`src/rtl/usbh_opreg_pkg.sv`:
```
package usbh_opreg_pkg;

    localparam int REG_W  = 32;
    localparam int ADDR_W = 8;

    // Register offsets from the operational base
    localparam logic [ADDR_W-1:0] CMD_OFS = 8'h20;
    localparam logic [ADDR_W-1:0] STS_OFS = 8'h24;

    // Command word bit positions
    localparam int C_RUN = 0;
    localparam int C_PER = 4;
    localparam int C_ASY = 5;
    localparam int C_DB  = 6;

    // Status word bit positions
    localparam int S_IAA = 5;
    localparam int S_HLT = 12;
    localparam int S_RCL = 13;
    localparam int S_PER = 14;
    localparam int S_ASY = 15;

    typedef struct packed {
        logic run;
        logic per_en;
        logic asy_en;
        logic doorbell;
    } cmd_t;

    typedef struct packed {
        logic asy_on;
        logic per_on;
        logic reclaim;
        logic halted;
        logic iaa;
    } sts_t;

    typedef enum logic [1:0] {SEL_NONE, SEL_CMD, SEL_STS} sel_e;

    function automatic logic [REG_W-1:0] pack_cmd(cmd_t c);
        logic [REG_W-1:0] w;
        w        = '0;
        w[C_RUN] = c.run;
        w[C_PER] = c.per_en;
        w[C_ASY] = c.asy_en;
        w[C_DB]  = c.doorbell;
        return w;
    endfunction

    function automatic logic [REG_W-1:0] pack_sts(sts_t s);
        logic [REG_W-1:0] w;
        w        = '0;
        w[S_ASY] = s.asy_on;
        w[S_PER] = s.per_on;
        w[S_RCL] = s.reclaim;
        w[S_HLT] = s.halted;
        w[S_IAA] = s.iaa;
        return w;
    endfunction

    function automatic sel_e decode(logic [ADDR_W-1:0] a);
        if (a == CMD_OFS)      return SEL_CMD;
        else if (a == STS_OFS) return SEL_STS;
        else                   return SEL_NONE;
    endfunction

endpackage

```
`src/rtl/usbh_cmd_reg.sv`:
```
module usbh_cmd_reg
    import usbh_opreg_pkg::*;
(
    input  logic clk,
    input  logic rst,
    input  logic wr_cmd,
    input  logic wd_run,
    input  logic wd_per,
    input  logic wd_asy,
    input  logic wd_db,
    input  logic int_err,
    input  logic advance,
    output cmd_t cmd_q,
    output logic run_d,
    output logic adv_hit
);

    // Next run value: an internal error always wins over software
    always_comb begin
        if (int_err)     run_d = 1'b0;
        else if (wr_cmd) run_d = wd_run;
        else             run_d = cmd_q.run;
    end

    assign adv_hit = advance & cmd_q.doorbell;

    always_ff @(posedge clk) begin
        if (rst) begin
            cmd_q <= '0;
        end else begin
            cmd_q.run <= run_d;
            if (wr_cmd) begin
                cmd_q.per_en <= wd_per;
                cmd_q.asy_en <= wd_asy;
            end
            // doorbell: a fresh write re-arms, an advance consumes
            if (wr_cmd && wd_db) cmd_q.doorbell <= 1'b1;
            else if (adv_hit)    cmd_q.doorbell <= 1'b0;
        end
    end

endmodule

```
`src/rtl/usbh_sched_track.sv`:
```
module usbh_sched_track (
    input  logic clk,
    input  logic rst,
    input  logic run_d,
    input  logic asy_en,
    input  logic per_en,
    input  logic asy_ack,
    input  logic per_ack,
    input  logic stopped,
    input  logic async_empty,
    output logic asy_on,
    output logic per_on,
    output logic halted,
    output logic reclaim
);

    always_ff @(posedge clk) begin
        if (rst) begin
            asy_on  <= 1'b0;
            per_on  <= 1'b0;
            halted  <= 1'b1;
            reclaim <= 1'b0;
        end else begin
            if (asy_ack) asy_on <= asy_en;
            if (per_ack) per_on <= per_en;
            if (run_d)        halted <= 1'b0;
            else if (stopped) halted <= 1'b1;
            reclaim <= async_empty;
        end
    end

endmodule

```
`src/rtl/usbh_w1c_flag.sv`:
```
module usbh_w1c_flag #(
    parameter int   WIDTH   = 1,
    parameter logic RST_VAL = 1'b0
) (
    input  logic             clk,
    input  logic             rst,
    input  logic [WIDTH-1:0] set,
    input  logic [WIDTH-1:0] clr,
    output logic [WIDTH-1:0] q
);

    for (genvar i = 0; i < WIDTH; i++) begin : g_bit
        always_ff @(posedge clk) begin
            if (rst)         q[i] <= RST_VAL;
            else if (set[i]) q[i] <= 1'b1;   // set beats clear
            else if (clr[i]) q[i] <= 1'b0;
        end
    end

endmodule

```
`src/rtl/usbh_opreg_stat.sv`:
```
module usbh_opreg_stat
    import usbh_opreg_pkg::*;
#(
    parameter int AW = ADDR_W
) (
    input  logic              clk,
    input  logic              rst,
    input  logic [AW-1:0]     reg_addr,
    input  logic              reg_wen,
    input  logic [REG_W-1:0]  reg_wdata,
    output logic [REG_W-1:0]  reg_rdata,
    input  logic              eng_advance,
    input  logic              eng_stopped,
    input  logic              eng_int_err,
    input  logic              eng_async_ack,
    input  logic              eng_periodic_ack,
    input  logic              eng_async_empty,
    output logic              cmd_run,
    output logic              cmd_async_en,
    output logic              cmd_periodic_en,
    output logic              cmd_doorbell
);

    sel_e             sel;
    logic             wr_cmd, wr_sts;
    cmd_t             cmd_q;
    sts_t             sts;
    logic             run_d, adv_hit;
    logic [REG_W-1:0] sts_word, cmd_word;

    assign sel    = decode(ADDR_W'(reg_addr));
    assign wr_cmd = reg_wen && (sel == SEL_CMD);
    assign wr_sts = reg_wen && (sel == SEL_STS);

    usbh_cmd_reg u_cmd (
        .clk     (clk),
        .rst     (rst),
        .wr_cmd  (wr_cmd),
        .wd_run  (reg_wdata[C_RUN]),
        .wd_per  (reg_wdata[C_PER]),
        .wd_asy  (reg_wdata[C_ASY]),
        .wd_db   (reg_wdata[C_DB]),
        .int_err (eng_int_err),
        .advance (eng_advance),
        .cmd_q   (cmd_q),
        .run_d   (run_d),
        .adv_hit (adv_hit)
    );

    usbh_sched_track u_trk (
        .clk         (clk),
        .rst         (rst),
        .run_d       (run_d),
        .asy_en      (cmd_q.asy_en),
        .per_en      (cmd_q.per_en),
        .asy_ack     (eng_async_ack),
        .per_ack     (eng_periodic_ack),
        .stopped     (eng_stopped),
        .async_empty (eng_async_empty),
        .asy_on      (sts.asy_on),
        .per_on      (sts.per_on),
        .halted      (sts.halted),
        .reclaim     (sts.reclaim)
    );

    usbh_w1c_flag #(.WIDTH(1), .RST_VAL(1'b0)) u_iaa (
        .clk (clk),
        .rst (rst),
        .set (adv_hit),
        .clr (wr_sts && reg_wdata[S_IAA]),
        .q   (sts.iaa)
    );

    assign sts_word = pack_sts(sts);
    assign cmd_word = pack_cmd(cmd_q);

    always_comb begin
        unique case (sel)
            SEL_CMD: reg_rdata = cmd_word;
            SEL_STS: reg_rdata = sts_word;
            default: reg_rdata = '0;
        endcase
    end

    assign cmd_run         = cmd_q.run;
    assign cmd_async_en    = cmd_q.asy_en;
    assign cmd_periodic_en = cmd_q.per_en;
    assign cmd_doorbell    = cmd_q.doorbell;

endmodule

```
`config.mk`:
```
export PLATFORM = sky130hd
export DESIGN_NAME = usbh_opreg_stat
export DESIGN_NICKNAME = d
export VERILOG_FILES = /design/src/rtl/usbh_opreg_pkg.sv /design/src/rtl/usbh_cmd_reg.sv /design/src/rtl/usbh_sched_track.sv /design/src/rtl/usbh_w1c_flag.sv /design/src/rtl/usbh_opreg_stat.sv
export SDC_FILE = /design/constraint.sdc
export NUM_CORES = 1
export LEC_CHECK = 0
export ABC_AREA = 1
export BUFFER_PORTS_ARGS = -buffer_cell sky130_fd_sc_hd__buf_4
export CORE_UTILIZATION = 31
export DETAILED_ROUTE_END_ITERATION = 16
export PLACE_DENSITY = 0.78
export SYNTH_ARGS = -nofsm -noshare
export SYNTH_HDL_FRONTEND = slang
export SYNTH_SLANG_ARGS = --single-unit
export TNS_END_PERCENT = 5
```
`constraint.sdc`:
```
create_clock -name clk -period 1.4 [get_ports clk]
set_clock_uncertainty 0.2 [all_clocks]
set_input_delay 0.07 -clock clk [delete_from_list [all_inputs] [get_ports clk]]
set_output_delay 0.07 -clock clk [all_outputs]
set_load 0.02 [all_outputs]
```
# Word-level counts from Yosys, hierarchy flattened
# Index checks and enable logic that the tools add are counted.
dict set report word_totals {
  input_bits 49
  wordCells 32
  output_inout_bits 36
  ff_bits 9
}
dict set report classes {
  n_bitwise 1
  reduce_logical 7
  mux 11
  n_eq_ne 4
}
# op count
set op_table {}
lappend op_table {{16-bit case mux with 2 select lines} 1}
lappend op_table {{8-bit by 6-bit equality test with 1-bit output (second input constant)} 2}
lappend op_table {{1-bit 2-to-1 mux} 8}
lappend op_table {{2-bit nonzero test} 3}
lappend op_table {{1-bit logical AND} 4}
lappend op_table {{2-bit 2-to-1 mux} 2}
lappend op_table {{2-bit by 1-bit equality test with 1-bit output (second input constant)} 1}
lappend op_table {{2-bit equality test (second input constant)} 1}
lappend op_table {{1-bit AND} 1}

# Longest topological paths before layout
# Gate-level depths: netlist (run 1).
dict set report logic_depth {
  word_depth 8
  depth_mapped 8
  depth_no_buf 8
}

# Cells and area by module
# A second synthesis (run 1) with hierarchy kept.
dict set report unflattened {
  hier_cells 112
  hier_area_um2 705.7
}
# mod seq_area_each_um2 n_inst cells_each area_each_um2
set modules_own_cells {}
lappend modules_own_cells {usbh_opreg_stat 0.0 1 63 349.1}
lappend modules_own_cells {usbh_cmd_reg 80.1 1 25 173.9}
lappend modules_own_cells {usbh_sched_track 80.1 1 19 142.6}
lappend modules_own_cells {usbh_w1c_flag 20.0 1 5 40.0}

# Least setup slack after synthesis (run 1)
# Ideal clock, no wire load.
dict set report synth_path {
  path_kind {register to register}
  from {register, netlist name u_cmd.cmd_q[0]}
  to {register, netlist name u_cmd.cmd_q[0]}
  setup_slack_ns 0.240
  synth_period_minus_slack_ns 1.160
  required_ns 1.130
  setup_ns 0.070
  path_buffers 0
  stages_incl_launch_ff 4
  t_arrival_ns 0.890
  cell_sequence {dfxtp_1 > inv_1 > or2_2 > a21oi_1}
}
dict set report synth_between {
  elab_chain_cells 2
}
# element line
set synth_lines {}
lappend synth_lines {{1-bit AND} usbh_cmd_reg.sv:25} ;# assign adv_hit = advance & cmd_q.doorbell;
lappend synth_lines {{2-bit nonzero test (no source line)} --}
# No other way between the ends.
# A chain may end at the register's enable or synchronous reset.

# Worst setup path in the final report (run 1)
dict set report layout_path {
  from {register, netlist name u_cmd.cmd_q[2]}
  to {output reg_rdata[4]}
}
dict set report layout_between {
  elab_chain_cells 1
}
# element line
set layout_lines {}
lappend layout_lines {{16-bit case mux with 2 select lines} usbh_opreg_stat.sv:78} ;# unique case (sel)
lappend layout_lines {{end: declaration} usbh_opreg_stat.sv:11} ;# output logic [REG_W-1:0] reg_rdata,
# No other way between the ends.

==> results of run 1 <==
==> layer usage <==
layer  track usage, %  wire length (um)  up-vias
met3             2.20               138        0
met1             13.5               533      300
met4             5.88                 0        0
met5                0                 0        -
met2             25.5               814       41
li1                 -                 -      354
==> power by group through the flow <==
stage                     clock [mW]  combinational, mW  sequential [mW]
after floorplan                    0              0.129            0.266
after global placement             0              0.126            0.266
after detailed placement           0              0.129            0.266
after CTS                      0.209              0.156            0.260
after global routing           0.224              0.170            0.260
final                          0.201              0.157            0.260
==> per-stage QoR <==
step / power (mW) / instance area (um2) / cells / hold slack [ns]
final: 0.619 / 996 / 178 / 0.0492
after global routing: 0.654 / 996 / 178 / 0.0711
after CTS: 0.625 / 996 / 178 / 0.0423
after detailed placement: 0.395 / 850 / 162 / 0.0715
after global placement: 0.392 / 850 / 162 / 0.0646
after floorplan: 0.395 / 759 / 128 / -0.0310
==> state kept, by name (all words and copies together), names as in the netlist <==
name	count
u_trk.halted	1
u_trk.asy_on	1
u_trk.reclaim	1
u_trk.per_on	1
u_iaa.q	1
u_cmd.cmd_q	4
==> worst min path at each step <==
| stage | end | slack [ns] |
|---|---|---|
| 3_5_place_dp | u_trk.per_on | 0.07 |
| 4_1_cts | u_cmd.cmd_q[1] | 0.04 |
| 6_report | u_cmd.cmd_q[1] | 0.05 |
| 2_1_floorplan | u_trk.per_on | -0.03 |
| 5_1_grt | u_cmd.cmd_q[1] | 0.07 |
| 3_3_place_gp | u_trk.per_on | 0.06 |
==> critical path, cell delays in order (launching register included) <==
cell and delay, ns:
dfxtp_1 0.36, inv_1 0.07, nor2_1 0.13, buf_4 0.16
==> final cells by class <==
type / instances / area share (%)
Sequential cell: 9 / 18.1
Inverter: 20 / 7.54
Tap cell: 27 / 3.39
Clock buffer: 4 / 2.64
Timing Repair Buffer: 44 / 36.2
Multi-Input combinational cell: 74 / 32.2
==> synthesized netlist by cell type <==
cell / n / area, um2
a211oi_1: 1 / 7.51
buf_4: 24 / 180
or2_2: 1 / 6.26
conb_1: 1 / 3.75
clkbuf_1: 1 / 3.75
nand3_2: 2 / 20.0
nand2_1: 15 / 56.3
inv_1: 20 / 75.1
nand3_1: 5 / 25.0
nor2_1: 18 / 67.6
o21ai_0: 1 / 5.00
or3_1: 1 / 6.26
nor2_4: 1 / 11.3
dfxtp_1: 9 / 180
a21oi_1: 5 / 25.0
==> cell families (layout without fill, tap and decap cells) <==
kind of cell / Yosys count / after routing / share of synthesized area [%]
buffers and inverters: 45 / 68 / 38.5
AND/OR/NAND/NOR: 43 / 43 / 28.6
flip-flops: 9 / 9 / 26.8
AO/OA/AOI/OAI: 7 / 7 / 5.58
other: 1 / 24 / 0.557
==> results by group, run 1 <==
Place
  – Routability Congestion: 0.723
  – Worst slack, placed: 0.169 ns
  – Number of port buffers: 32
  – Post-DP HPWL: 1120 um

Pwr
  – Gate power share: 25.4%
  – Net Sw Power: 184 uW
  – Seq pwr share: 42.1%
  – Max IR drop VDD: 0.448 mV
  – Sw Share: 29.8%
  – Pwr/cell area: 621 mW/mm2
  – Clock share of power: 32.5%
  – Leakage: 0.538 nW
  – Internal power: 434 uW

Critical path
  – Setup CP Type: reg -> out
  – R2r startpoint: u_trk.halted
  – Crit path launch type: flip-flop
  – R2R depth: 3
  – WP data required: 1.13 ns
  – Crit path to: reg_rdata[4]
  – Crit. End Element: primary output
  – Worst setup path startpoint: u_cmd.cmd_q[2]
  – CP Max Fanout: 3
  – Reg-to-reg endpoint: u_trk.halted
  – Worst Path Arrival: 0.98 ns
  – Reg-to-reg slack, setup: 0.32 ns

CTS
  – # H-tree levels: 1
  – Total CTS buffers: 3
  – CTS tree: done
  – CTS Sinks: 9
  – Hold_buf cts: 12
  – Post-CTS setup buffer count: 0
  – Root buf cell: clkbuf_4
  – Bufs on Longest Clock Path: 2
  – Post-cts repair resize count: 0
  – Worst-path clk slew: 0.06 ns
  – Skew-Pair Late Insertion Delay: 0.26 ns

Routing
  – Vias per Instance: 3.90
  – Drt initial violations: 8
  – TritonRoute pass-1 iters: 4
  – Wirelength, routed: 1490 um
  – Post-route ant nets: 0
  – Via Count: 695
  – DR DRC count: 0
  – Routed wire per std cell: 8.35 um

Timing
  – Minimum clock period: 1.25 ns
  – Setup TNS: 0 ns
  – Worst setup margin: 0.151 ns
  – Final Hold Fails: 0
  – Fmax: 801 MHz
  – Unrepaired setup endpoints after global routing: no
  – Setup violators final: 0
  – Final Max Tran Viols: 0
  – Period Utilization, post-route: 89.2%

Synth
  – Cells after synthesis: 105
  – Distinct cells, synth: 15
  – Ys Warns: 0
  – Number of synthesized register bits: 9
  – Post-synthesis area per instance: 6.41 um2
  – Area of the mapped netlist: 673 um2
  – Sequential element share of the synthesized area: 26.8%

Floorplan
  – Die Ht: 48.6 um
  – Die W: 48.6 um
  – IO Count: 85
  – Starting Density: 33.6%
  – Row cnt: 16
  – Core outline area: 0.00200 mm2
  – Die area: 0.00236 mm2

Min path
  – Hold_sp: reg_addr[4]
  – Hold path cells: 6
  – Hold crit path type: in -> reg

Layout
  – FF+latch area: 180 um2
  – Commonest non-fill, non-tap cell in the layout: buf_4
  – Share of post-route cells with drive strength above 1: 25.8%
  – Multi-input logic area: 320 um2
  – Diode count: 0
  – Number of nets in the layout: 201
  – Synthesis-to-finish area growth: 48.0%
  – Most frequent cells in the layout: 32 x buf_4, 24 x conb_1, 20 x inv_1
  – Final Core Density: 49.8%
  – Fill cells: 204

Flow run
  – Maxcap violations: 0

Status
  – Status: complete, no violations

Global routing
  – Vias in the first global route: 664
  – Antenna violations before repair: 0
  – Pin count of the biggest net entering global routing: 10
  – First-pass GRT wire length: 2480 um
  – Grt total ovfl: 0
  – Overall routing resource usage: 13.1%
(Power assumes the default switching activity.)
==> run 2, diff against run 1 <==
--- a/config.mk
+++ b/config.mk
@@ -5,11 +5,10 @@
 export SDC_FILE = /design/constraint.sdc
 export NUM_CORES = 1
 export LEC_CHECK = 0
-export ABC_AREA = 1
 export BUFFER_PORTS_ARGS = -buffer_cell sky130_fd_sc_hd__buf_4
 export CORE_UTILIZATION = 31
 export DETAILED_ROUTE_END_ITERATION = 16
-export PLACE_DENSITY = 0.78
+export PLACE_DENSITY = 0.8
 export SYNTH_ARGS = -nofsm -noshare
 export SYNTH_HDL_FRONTEND = slang
 export SYNTH_SLANG_ARGS = --single-unit
==> results by group, run 2 <==
Routing
  – Met3 WL post-DR: 100 um
  – DRT met1 WL: 577 um
  – Met2 WL: 911 um
  – Routed wire per std cell: 10.4 um
  – Post-route ant nets: 0
  – Top Metal Used: met4
  – DR DRC count: 0
  – Vias per Instance: 4.17
  – Drt initial violations: 2
  – Via Count: 647
  – TritonRoute pass-1 iters: 4
  – Wirelength, routed: 1610 um

Layout
  – Max FFs per register: 4
  – Fill cells: 177
  – Diode count: 0
  – Most frequent cells in the layout: 32 x buf_4, 24 x conb_1, 11 x dlygate4sd3_1
  – Synthesis-to-finish area growth: 67.5%
  – Share of post-route cells with drive strength above 1: 43.0%
  – Number of nets in the layout: 178
  – Biggest register: u_cmd.cmd_q
  – Commonest non-fill, non-tap cell in the layout: buf_4

Global routing
  – Pin count of the biggest net entering global routing: 6
  – Vias in the first global route: 584
  – Overall routing resource usage: 15.8%
  – Grt total ovfl: 0
  – Antenna violations before repair: 0
  – First-pass GRT wire length: 2460 um

Critical path
  – Setup CP Type: in -> out
  – Crit path launch type: input port
  – Reg-to-reg slack, setup: 0.30 ns
  – R2r startpoint: u_trk.halted
  – Worst Path Arrival: 1.40 ns
  – Reg-to-reg endpoint: u_trk.halted
  – WP data required: 1.13 ns
  – R2R depth: 2
  – Worst setup path startpoint: reg_addr[3]
  – CP Max Fanout: 5
  – Crit. End Element: primary output

Flow run
  – Maxcap violations: 0

Pwr
  – Pwr/cell area: 585 mW/mm2
  – Max IR drop VDD: 0.513 mV
  – Leakage: 0.526 nW

Place
  – Post-DP HPWL: 1120 um
  – Routability Congestion: 0.707
  – Worst slack, placed: -0.329 ns
  – Number of port buffers: 32

CTS
  – CTS tree: done
  – Skew-Pair Late Insertion Delay: 0.26 ns
  – Total CTS buffers: 3
  – Worst-path clk slew: 0.06 ns
  – CTS Sinks: 9
  – Root buf cell: clkbuf_4
  – Bufs on Longest Clock Path: 2
  – # H-tree levels: 1

Synth
  – Async set-reset flop share out of synthesis: 0%
  – Post-synthesis area per instance: 8.46 um2
  – Ys flop type: dfxtp_1
  – EDFF count, synth: 0
  – Synth top area share: 28.0%
  – Cells after synthesis: 76
  – Synth top cells by count: 24 x buf_4, 9 x dfxtp_1, 7 x and2_1
  – Ys Warns: 0
  – Distinct cells, synth: 25
  – Ranking of synthesized cells by area: dfxtp_1 28%, buf_4 28%, mux2i_1 7.8%, and2_1 6.8%, nand2_1 3.5%
  – Sequential element share of the synthesized area: 28.0%
  – Area of the mapped netlist: 643 um2
  – Largest area contributor in the netlist: dfxtp_1
  – Number of synthesized register bits: 9
  – Most frequent cell after synthesis: buf_4

Min path
  – Hold_sp: eng_int_err
  – Hold EP: u_cmd.cmd_q[3]
  – Hold crit path type: in -> reg
  – Hold path cells: 4

Timing
  – Final Hold Fails: 0
  – Period Utilization, post-route: 119%
  – Final Max Tran Viols: 0
  – Minimum clock period: 1.67 ns
  – Fmax: 598 MHz
  – Setup violators final: 10
  – Unrepaired setup endpoints after global routing: yes
  – Worst setup margin: -0.272 ns
  – Worst hold slack: 0.00743 ns

Floorplan
  – Die area: 0.00226 mm2
  – IO Count: 85
  – Core outline area: 0.00196 mm2
  – Die W: 47.5 um
  – Row cnt: 16
  – Starting Density: 32.8%
  – Die Ht: 47.5 um

Status
  – Status: finished with violations
  – Failing checks: negative setup slack
## run 2: cell types whose count changed after synthesis, moves of 2 or more
cell	before	now
nand2_1	15	6
nand3_1	5	0
nor2_1	18	4
mux2i_1	0	5
nand3_2	2	0
a21oi_1	5	2
inv_1	20	2
and2_1	0	7
## run 2: critical path, stage by stage
cell,delay [ns]
buf_6,0.09
or4_4,0.55
nor4b_4,0.26
buf_4,0.18
and2_4,0.14
buf_6,0.11
## run 2: layout make-up
class	instances	area (um2)	share of cell area [%]
flip-flops and latches	9	180	16.7
well taps	27	33.8	3.14
inverters	2	7.51	0.697
clock buffers	4	26.3	2.44
repair buffers	50	429	39.8
multi-input cells	63	400	37.2
## run 2: cells by family after synthesis
family | count (synthesis) | share of synthesized area [%]
simple gates | 28 | 27.4
buf+inv | 27 | 29.8
flops | 9 | 28.0
compound gates | 6 | 6.42
mux | 5 | 7.78
other cells | 1 | 0.583
## run 2: what timing repair did
item                                    4_1_cts  5_1_grt
buffers inserted                              1        0
endpoints found under the setup margin        9       10
hold buffers                                 11        0
endpoints found under the hold margin         9        0
pin swaps                                     6        2
gates resized for setup                      13        2
## run 2: power breakdown
group          leakage, nW  internal (mW)  switching, mW  total (mW)
Combinational        0.438         0.0768         0.0920       0.169
Clock               0.0150          0.110         0.0932       0.203
Sequential          0.0728          0.258       0.000599       0.258
Total                0.526          0.444          0.186       0.630
## run 2: routing by layer
layer  vias up  track usage [%]
met3         2             2.26
met1       296             16.3
met4         0             8.33
li1        312                -
met5         -                0
met2        37             30.4
## run 2: worst max path at each step
stage | endpoint | slack, ns
6_report | reg_rdata[15] | -0.27
5_1_grt | reg_rdata[14] | -0.32
4_1_cts | reg_rdata[13] | -0.29
3_5_place_dp | reg_rdata[13] | -0.33
3_3_place_gp | reg_rdata[12] | -0.31
2_1_floorplan | u_trk.halted | -0.12
## run 2: per-stage QoR
stage | utilization (%) | power, mW | instance area, um2 | setup TNS, ns | std cells
floorplan | - | 0.395 | 757 | -0.629 | 99
global placement | 45.0 | 0.397 | 882 | -2.87 | 139
detailed placement | 45.0 | 0.399 | 882 | -3.04 | 139
CTS | 54.3 | 0.634 | 1060 | -1.80 | 155
global route | 54.9 | 0.665 | 1080 | -2.14 | 155
finish | 54.9 | 0.630 | 1080 | -1.82 | 155
